==> config.mk <==
export PLATFORM = sky130hd
export DESIGN_NAME = fwd_unit
export DESIGN_NICKNAME = d
export VERILOG_FILES = /design/src/rtl/fwd_pkg.sv /design/src/rtl/fwd_select.sv /design/src/rtl/fwd_mux.sv /design/src/rtl/fwd_unit.sv
export SDC_FILE = /design/constraint.sdc
export NUM_CORES = 1
export LEC_CHECK = 0
export CORE_ASPECT_RATIO = 1.25
export CORE_MARGIN = 10
export CORE_UTILIZATION = 47
export DETAILED_ROUTE_END_ITERATION = 6
export DONT_BUFFER_PORTS = 1
export GPL_ROUTABILITY_DRIVEN = 0
export PLACE_DENSITY = 0.69
export SLEW_MARGIN = 10
export SYNTH_ARGS = -nofsm -noshare
export SYNTH_HDL_FRONTEND = slang
export SYNTH_SLANG_ARGS = --single-unit
export TNS_END_PERCENT = 30
==> constraint.sdc <==
create_clock -name clk -period 2.38 [get_ports clk]
set_input_delay 0.238 -clock clk [delete_from_list [all_inputs] [get_ports clk]]
set_output_delay 0.238 -clock clk [all_outputs]
set_load 0.005 [all_outputs]
==> src/rtl/fwd_pkg.sv <==
package fwd_pkg;
  typedef enum logic [1:0] {
    SRC_RF  = 2'b00,
    SRC_WB  = 2'b01,
    SRC_MEM = 2'b10
  } fwd_src_e;
endpackage

==> src/rtl/fwd_select.sv <==
module fwd_select
  import fwd_pkg::*;
#(
  parameter int REG_AW = 5
) (
  input  logic [REG_AW-1:0] src,
  input  logic [REG_AW-1:0] mem_rd,
  input  logic              mem_we,
  input  logic [REG_AW-1:0] wb_rd,
  input  logic              wb_we,
  output fwd_src_e          sel
);
  logic mem_hit, wb_hit;

  // a writer counts only if enabled and not targeting x0
  assign mem_hit = mem_we && (mem_rd != '0) && (mem_rd == src);
  assign wb_hit  = wb_we  && (wb_rd  != '0) && (wb_rd  == src);

  // the newer result (memory stage) takes precedence
  always_comb begin
    if (mem_hit)     sel = SRC_MEM;
    else if (wb_hit) sel = SRC_WB;
    else             sel = SRC_RF;
  end
endmodule

==> src/rtl/fwd_mux.sv <==
module fwd_mux
  import fwd_pkg::*;
#(
  parameter int XLEN = 32
) (
  input  fwd_src_e        sel,
  input  logic [XLEN-1:0] rf_val,
  input  logic [XLEN-1:0] mem_val,
  input  logic [XLEN-1:0] wb_val,
  output logic [XLEN-1:0] y
);
  always_comb begin
    unique case (sel)
      SRC_MEM: y = mem_val;
      SRC_WB:  y = wb_val;
      default: y = rf_val;
    endcase
  end
endmodule

==> src/rtl/fwd_unit.sv <==
module fwd_unit
  import fwd_pkg::*;
#(
  parameter int XLEN   = 32,
  parameter int REG_AW = 5
) (
  input  logic              clk,
  input  logic              rst,
  input  logic [REG_AW-1:0] ex_rs1,
  input  logic [REG_AW-1:0] ex_rs2,
  input  logic              ex_use_imm,
  input  logic [XLEN-1:0]   ex_imm,
  input  logic [XLEN-1:0]   rf_rs1_val,
  input  logic [XLEN-1:0]   rf_rs2_val,
  input  logic [REG_AW-1:0] mem_rd,
  input  logic              mem_wr_en,
  input  logic [XLEN-1:0]   mem_alu_val,
  input  logic [REG_AW-1:0] wb_rd,
  input  logic              wb_wr_en,
  input  logic [XLEN-1:0]   wb_val,
  output logic [1:0]        sel_a,
  output logic [1:0]        sel_b,
  output logic [1:0]        sel_st,
  output logic              imm_sel,
  output logic [XLEN-1:0]   opnd_a,
  output logic [XLEN-1:0]   opnd_b,
  output logic [XLEN-1:0]   st_data
);
  localparam int NSRC = 2;

  logic [REG_AW-1:0] src_num  [NSRC];
  logic [XLEN-1:0]   src_rf   [NSRC];
  fwd_src_e          src_sel  [NSRC];
  logic [XLEN-1:0]   src_fwd  [NSRC];

  assign src_num[0] = ex_rs1;
  assign src_num[1] = ex_rs2;
  assign src_rf[0]  = rf_rs1_val;
  assign src_rf[1]  = rf_rs2_val;

  for (genvar g = 0; g < NSRC; g++) begin : g_src
    fwd_select #(.REG_AW(REG_AW)) u_sel (
      .src    (src_num[g]),
      .mem_rd (mem_rd),
      .mem_we (mem_wr_en),
      .wb_rd  (wb_rd),
      .wb_we  (wb_wr_en),
      .sel    (src_sel[g])
    );
    fwd_mux #(.XLEN(XLEN)) u_mux (
      .sel     (src_sel[g]),
      .rf_val  (src_rf[g]),
      .mem_val (mem_alu_val),
      .wb_val  (wb_val),
      .y       (src_fwd[g])
    );
  end

  // Operand B: immediate override applied after forwarding
  logic [1:0]      sel_b_d;
  logic [XLEN-1:0] opnd_b_d;
  assign sel_b_d  = ex_use_imm ? SRC_RF : src_sel[1];
  assign opnd_b_d = ex_use_imm ? ex_imm : src_fwd[1];

  always_ff @(posedge clk) begin
    if (rst) begin
      sel_a   <= '0;
      sel_b   <= '0;
      sel_st  <= '0;
      imm_sel <= 1'b0;
      opnd_a  <= '0;
      opnd_b  <= '0;
      st_data <= '0;
    end else begin
      sel_a   <= src_sel[0];
      sel_b   <= sel_b_d;
      sel_st  <= src_sel[1];   // store path never sees the immediate flag
      imm_sel <= ex_use_imm;
      opnd_a  <= src_fwd[0];
      opnd_b  <= opnd_b_d;
      st_data <= src_fwd[1];
    end
  end
endmodule

==> out/results.ini, run 1 <==
[outcome]
status=completed

[cells_and_area]
post-route-cell-area_um2=5061
syn_to_final_growth_pct=7.780
drive_gt1_frac=0.06263
antenna_cells=0
nets=643

[cts]
clockBufferDepth=2
cts_buffers=9
clk_pin_slew_ps=70
cts_tree=yes
cts.sinks=103
ctsResizeCount=0
cts-root-buf=clkbuf_16
htree_num_levels=3

[worst_setup_path]
crit_type=primary input to register
cp_data_required_time_ps=2640
cp-end-kind=register
startpoint_type=primary input
crit_arrival_ps=2080
critPathMaxFanout=45

[floorplanning]
dieHeight_um=131.8
io-pin-count=288
rows=40
core-area_um2=9709
dieWidth_um=109.4
dieArea_um2=14410
initial_utilization=0.4836

[sta]
worst_pin_slew_ps=446.4
hold_viol=0
max_slew_margin=0.7006
final-setup-viol-count=0
holdWs_ps=51.25
min_period_ps=1818
finalMaxSlewViolations=0
rsz0062_at_grt=false
max_clock_freq_mhz=550.0
setup-tns-final_ps=0
min_period_over_period=0.7640

[place]
io_buffers=0
dpl.hpwl_mm=11.74
place_area_um2=4717

[route]
ant_nets=0
dr.first_iter.drc_count=133
vias=3748
drt_drc_violations_left=0
drt_first_pass_iters=4
vias_per_cell=6.363
routed_wl_mm=15.69
post_drt_wl_per_cell_um=26.63

[grt]
grtUsageTotal=0.2032
grt_pass1_vias=3757
antenna_found_initial=0
grt_max_degree=70
overflow=0
grt_pass1_wl_mm=23.07

[logic_synthesis]
synth_top_family_by_area=simple AND/OR/NAND/NOR gates
synthArstFlopShare=0
synth-xor-area-share=0.03730
synth_seq_cells=103
synth_top_area_frac=0.4391
synth_area_leaders=dfxtp_1 44%, mux2i_1 14%, a211oi_1 10%
yosysTopAreaCell=dfxtp_1
ys_types=24
synth_warnings=0
synth_area_um2=4696
synth-edff-count=0
syn_nets=669
yosysMostFrequentCell=dfxtp_1
synthFlopType=dfxtp_1
synth-simple-area-share=0.1705
netlist_instances=484
synth_common_cells=103 x dfxtp_1, 69 x nor2_1, 64 x a211oi_1, 64 x mux2i_1, 34 x nand2_1
synth_fa_ha_area_frac=0
synth.yosys.seq_area_share=0.4391
syn_area_per_cell_um2=9.702
synth-compound-area-share=0.1644
yosys-mux-area-fraction=0.1364

[power_and_ir_drop]
ir_worst_vdd_mv=0.3077
p_leak_nw=1.999
power_per_cell_area_nw_per_um2=709.0

[min_path]
hp-class=primary input to register

[run]
maxCapViolations=0

[routing by layer]
| layer | track usage | vias to the layer above | share of wire |
|---|---|---|---|
| met5 | 0 | - | 0 |
| met4 | 0.06884 | 0 | 0.020 |
| met3 | 0.09051 | 18 | 0.13 |
| met2 | 0.3565 | 233 | 0.52 |
| met1 | 0.2051 | 1743 | 0.33 |
| li1 | - | 1754 | - |
[worst max-delay path: stages]
cell	delay, ps
xnor2_1	140
nand3_1	90
or4_2	710
buf_4	290
or4b_1	510
o221ai_1	80
[registers in the layout (all words and copies together), names as in the netlist]
register  cells
sel_a         2
imm_sel       1
opnd_a       32
opnd_b       32
sel_b         2
st_data      32
sel_st        2
[logic make-up after synthesis]
kind of cell | Yosys count
xor gates and xnor gates | 20
DFF | 103
buffers and inverters | 50
muxes | 64
and+or+nand+nor | 149
AOI/OAI and AO/OA | 98
[what timing repair did]
item | 4_1_cts | 5_1_grt
hold endpoints to repair | 70 | 1
buffers inserted | 0 | 0
hold buffers | 3 | 1
[power breakdown]
part	internal, W	switching (W)
combinational	0.000132	0.000134
sequential	0.00184	0.0000761
clock	0.000770	0.000639
total	0.00274	0.000849
[worst paths after layout]
check	cells after the start	start	end	slack, ps
worst min-delay path	2	ex_imm[31]	opnd_b[31]$_SDFF_PP0_	50
worst max-delay path	6	ex_rs2[4]	opnd_b[11]$_SDFF_PP0_	560
[area by class of cell]
| class | count | area [µm²] |
|---|---|---|
| Clock inverter | 4 | 30.03 |
| Tap cell | 126 | 157.7 |
| Timing Repair Buffer | 13 | 162.7 |
| Clock buffer | 12 | 256.5 |
| Sequential cell | 103 | 2062 |
| Fill cell | 882 | 4648 |
| Multi-Input combinational cell | 331 | 2392 |
[layout by cell type, fill, tap and decap left out, types with 2 or more instances in the layout]
cell,n
or4b_1,32
clkinv_4,2
dlygate4sd3_1,3
mux2i_1,64
nand3_1,2
or4_1,2
clkbuf_16,9
xor2_1,10
xnor2_1,10
o221ai_1,31
dfxtp_1,103
nor2_1,69
nand2_1,34
clkbuf_8,2
nor3_1,4
buf_4,6
buf_12,3
a211oi_1,64
or4_2,2
[metrics by stage]
| stage | std cells | utilization | setup WS, ps | power [W] |
|---|---|---|---|---|
| CTS | 588 | 0.5202 | 569.3 | 0.003615 |
| detailed placement | 569 | 0.4858 | 227.9 | 0.002197 |
| finish | 589 | 0.5213 | 561.7 | 0.003588 |
| floorplan | 484 | - | 538.2 | 0.002157 |
| global placement | 569 | 0.4858 | 273.5 | 0.002188 |
| global route | 589 | 0.5213 | 428.2 | 0.003708 |
Power figures use the tool's default switching activity.
==> inputs of run 2 (changes only) <==
clock period = 1.87 ns   (was 2.38 ns; I/O delays follow)
==> out/results.ini, run 2 (synthesized netlist as in run 1, its figures left out) <==
[cells_and_area]
syn_to_final_growth_pct=9.965  ; was 7.780%
drive_gt1_frac=0.07872  ; was 0.06263
final_common_cell=dfxtp_1  ; unchanged
mostFrequentLayoutCells=103 x dfxtp_1, 69 x nor2_1, 64 x mux2i_1, 64 x a211oi_1, 34 x nand2_1  ; unchanged
nets=652  ; was 643
fillers=878  ; was 882
top_regs=opnd_a (32), opnd_b (32), st_data (32)  ; unchanged
final_util=0.5318  ; was 0.5213
fin_cells=596  ; was 589
antenna_cells=0  ; unchanged

[cts]
cts_tree=yes  ; unchanged
ctsResizeCount=0  ; unchanged
cts-hold-fix-buffers=3  ; unchanged
clockBufferDepth=2  ; unchanged
htree_num_levels=3  ; unchanged
clk_pin_slew_ps=60  ; was 70 ps
cts_buffers=9  ; unchanged
cts.sinks=103  ; unchanged
cts-root-buf=clkbuf_16  ; unchanged
post_cts_buffers=0  ; unchanged

[grt]
antenna_found_initial=0  ; unchanged
grt_max_degree=76  ; was 70
grt_pass1_wl_mm=23.17  ; was 23.07 mm
grt_pass1_vias=3913  ; was 3,757
grtUsageTotal=0.2039  ; was 0.2032
overflow=0  ; unchanged

[worst_setup_path]
cp_slowest_cell=or4_2  ; unchanged
cp_top_family=simple AND/OR/NAND/NOR gates  ; unchanged
cp-end-kind=register  ; unchanged
cp_num_cells=7  ; was 6
path_buf_inv=2  ; was 1
cp_cell_sequence=xnor2_1 -> nand3_1 -> or4_2 -> buf_12 -> nand2_1 -> buf_4 -> o221ai_1  ; was xnor2_1 -> nand3_1 -> or4_2 -> buf_4 -> or4b_1 -> o221ai_1
crit_end=opnd_b[30]$_SDFF_PP0_  ; was opnd_b[11]$_SDFF_PP0_
startpoint_type=primary input  ; unchanged
critPathMaxStageDelay_ps=680  ; was 710 ps
critPathLaunch=ex_rs2[2]  ; was ex_rs2[4]
crit_arrival_ps=1930  ; was 2080 ps
cp_data_required_time_ps=2060  ; was 2640 ps
crit_type=primary input to register  ; unchanged
critPathMaxFanout=75  ; was 45

[power_and_ir_drop]
power_per_cell_area_nw_per_um2=920.2  ; was 709.0 nW/µm²
combPwrFrac=0.074  ; about the same
finalPower_w=0.004752  ; was 0.003588 W
intPower_w=0.003712  ; was 0.002739 W
p_switching_w=0.001040  ; was 0.0008491 W
seqPwrFrac=0.512  ; was 0.533
pwr-share-clk=0.414  ; was 0.392
p_leak_nw=2.055  ; was 1.999 nW
p_sw_frac=0.2188  ; was 0.2366
ir_worst_vdd_mv=0.4415  ; was 0.3077 mV

[sta]
holdWs_ps=20.09  ; was 51.25 ps
rsz0062_at_grt=false  ; unchanged
max_slew_margin=0.7796  ; was 0.7006
min_period_over_period=0.9344
min_period_ps=1747
worst_pin_slew_ps=321.4  ; was 446.4 ps
final-setup-viol-count=0  ; unchanged
hold_viol=0  ; unchanged
setup-tns-final_ps=0  ; unchanged
max_clock_freq_mhz=572.3
finalMaxSlewViolations=0  ; unchanged

[floorplanning]
initial_utilization=0.4836  ; unchanged
rows=40  ; unchanged
dieArea_um2=14410  ; unchanged
core-area_um2=9709  ; unchanged
dieWidth_um=109.4  ; unchanged
dieHeight_um=131.8  ; unchanged
io-pin-count=288  ; unchanged

[route]
vias=3806  ; was 3,748
drt_first_pass_iters=7  ; was 4
post_drt_wl_per_cell_um=26.49  ; was 26.63 µm
ant_nets=0  ; unchanged
vias_per_cell=6.386  ; was 6.363
drt_drc_violations_left=0  ; unchanged
dr.first_iter.drc_count=232  ; was 133
routed_wl_mm=15.79  ; was 15.69 mm

[place]
dp_cells=579  ; was 569
dpl.hpwl_mm=11.84  ; was 11.74 mm
io_buffers=0  ; unchanged

[min_path]
min_path_cells=1  ; was 2
hp-class=primary input to register  ; unchanged

[outcome]
status=completed  ; unchanged

[run]
maxCapViolations=0  ; unchanged

## run 2: cell count changes in the layout (fill, tap and decap cells not counted), sizes merged
cell	delta
buf	+10
bufinv	+2
clkinv	-2
clkbuf	-1
clkinvlp	-1
dlygate4sd3	-1
## run 2: power by group through the flow
stage | combinational [W] | sequential [W] | clock [W]
6_report | 0.000350 | 0.00243 | 0.00197
5_1_grt | 0.000386 | 0.00244 | 0.00211
4_1_cts | 0.000351 | 0.00244 | 0.00201
3_5_place_dp | 0.000316 | 0.00249 | 0
3_3_place_gp | 0.000304 | 0.00249 | 0
2_1_floorplan | 0.000303 | 0.00244 | 0
## run 2: how the worst min path moves through the flow
stage,from,to,slack (ps)
finish,rst,opnd_b[22]$_SDFF_PP0_,20
global route,rst,opnd_b[26]$_SDFF_PP0_,4
CTS,rst,opnd_b[27]$_SDFF_PP0_,7
detailed placement,rst,st_data[19]$_SDFF_PP0_,280
global placement,rst,st_data[19]$_SDFF_PP0_,270
floorplan,ex_imm[31],opnd_b[31]$_SDFF_PP0_,310
## run 2: layer usage
layer | up-vias | part of all wire | wire length [µm] | GRT usage
met4 | 0 | 0.022 | 344 | 0.06739
met1 | 1769 | 0.34 | 5330 | 0.2018
met3 | 24 | 0.12 | 1871 | 0.09051
met5 | - | 0 | 0 | 0
li1 | 1766 | - | - | -
met2 | 247 | 0.52 | 8245 | 0.3634
## run 2: final cells by class
| type | instances | area, µm² | area share |
|---|---|---|---|
| Clock inverter | 3 | 68.82 | 0.01333 |
| Timing Repair Buffer | 22 | 240.2 | 0.04652 |
| Multi-Input combinational cell | 331 | 2392 | 0.4633 |
| Clock buffer | 11 | 242.7 | 0.04701 |
| Sequential cell | 103 | 2062 | 0.3993 |
| Tap cell | 126 | 157.7 | 0.03053 |
## run 2: per-stage QoR
step / area [µm²] / setup slack [ps]
after floorplan: 4696 / 79.21
after global placement: 4805 / -146.8
after detailed placement: 4805 / -191.3
after CTS: 5164 / 155.7
after global routing: 5164 / 76.03
final: 5164 / 122.6
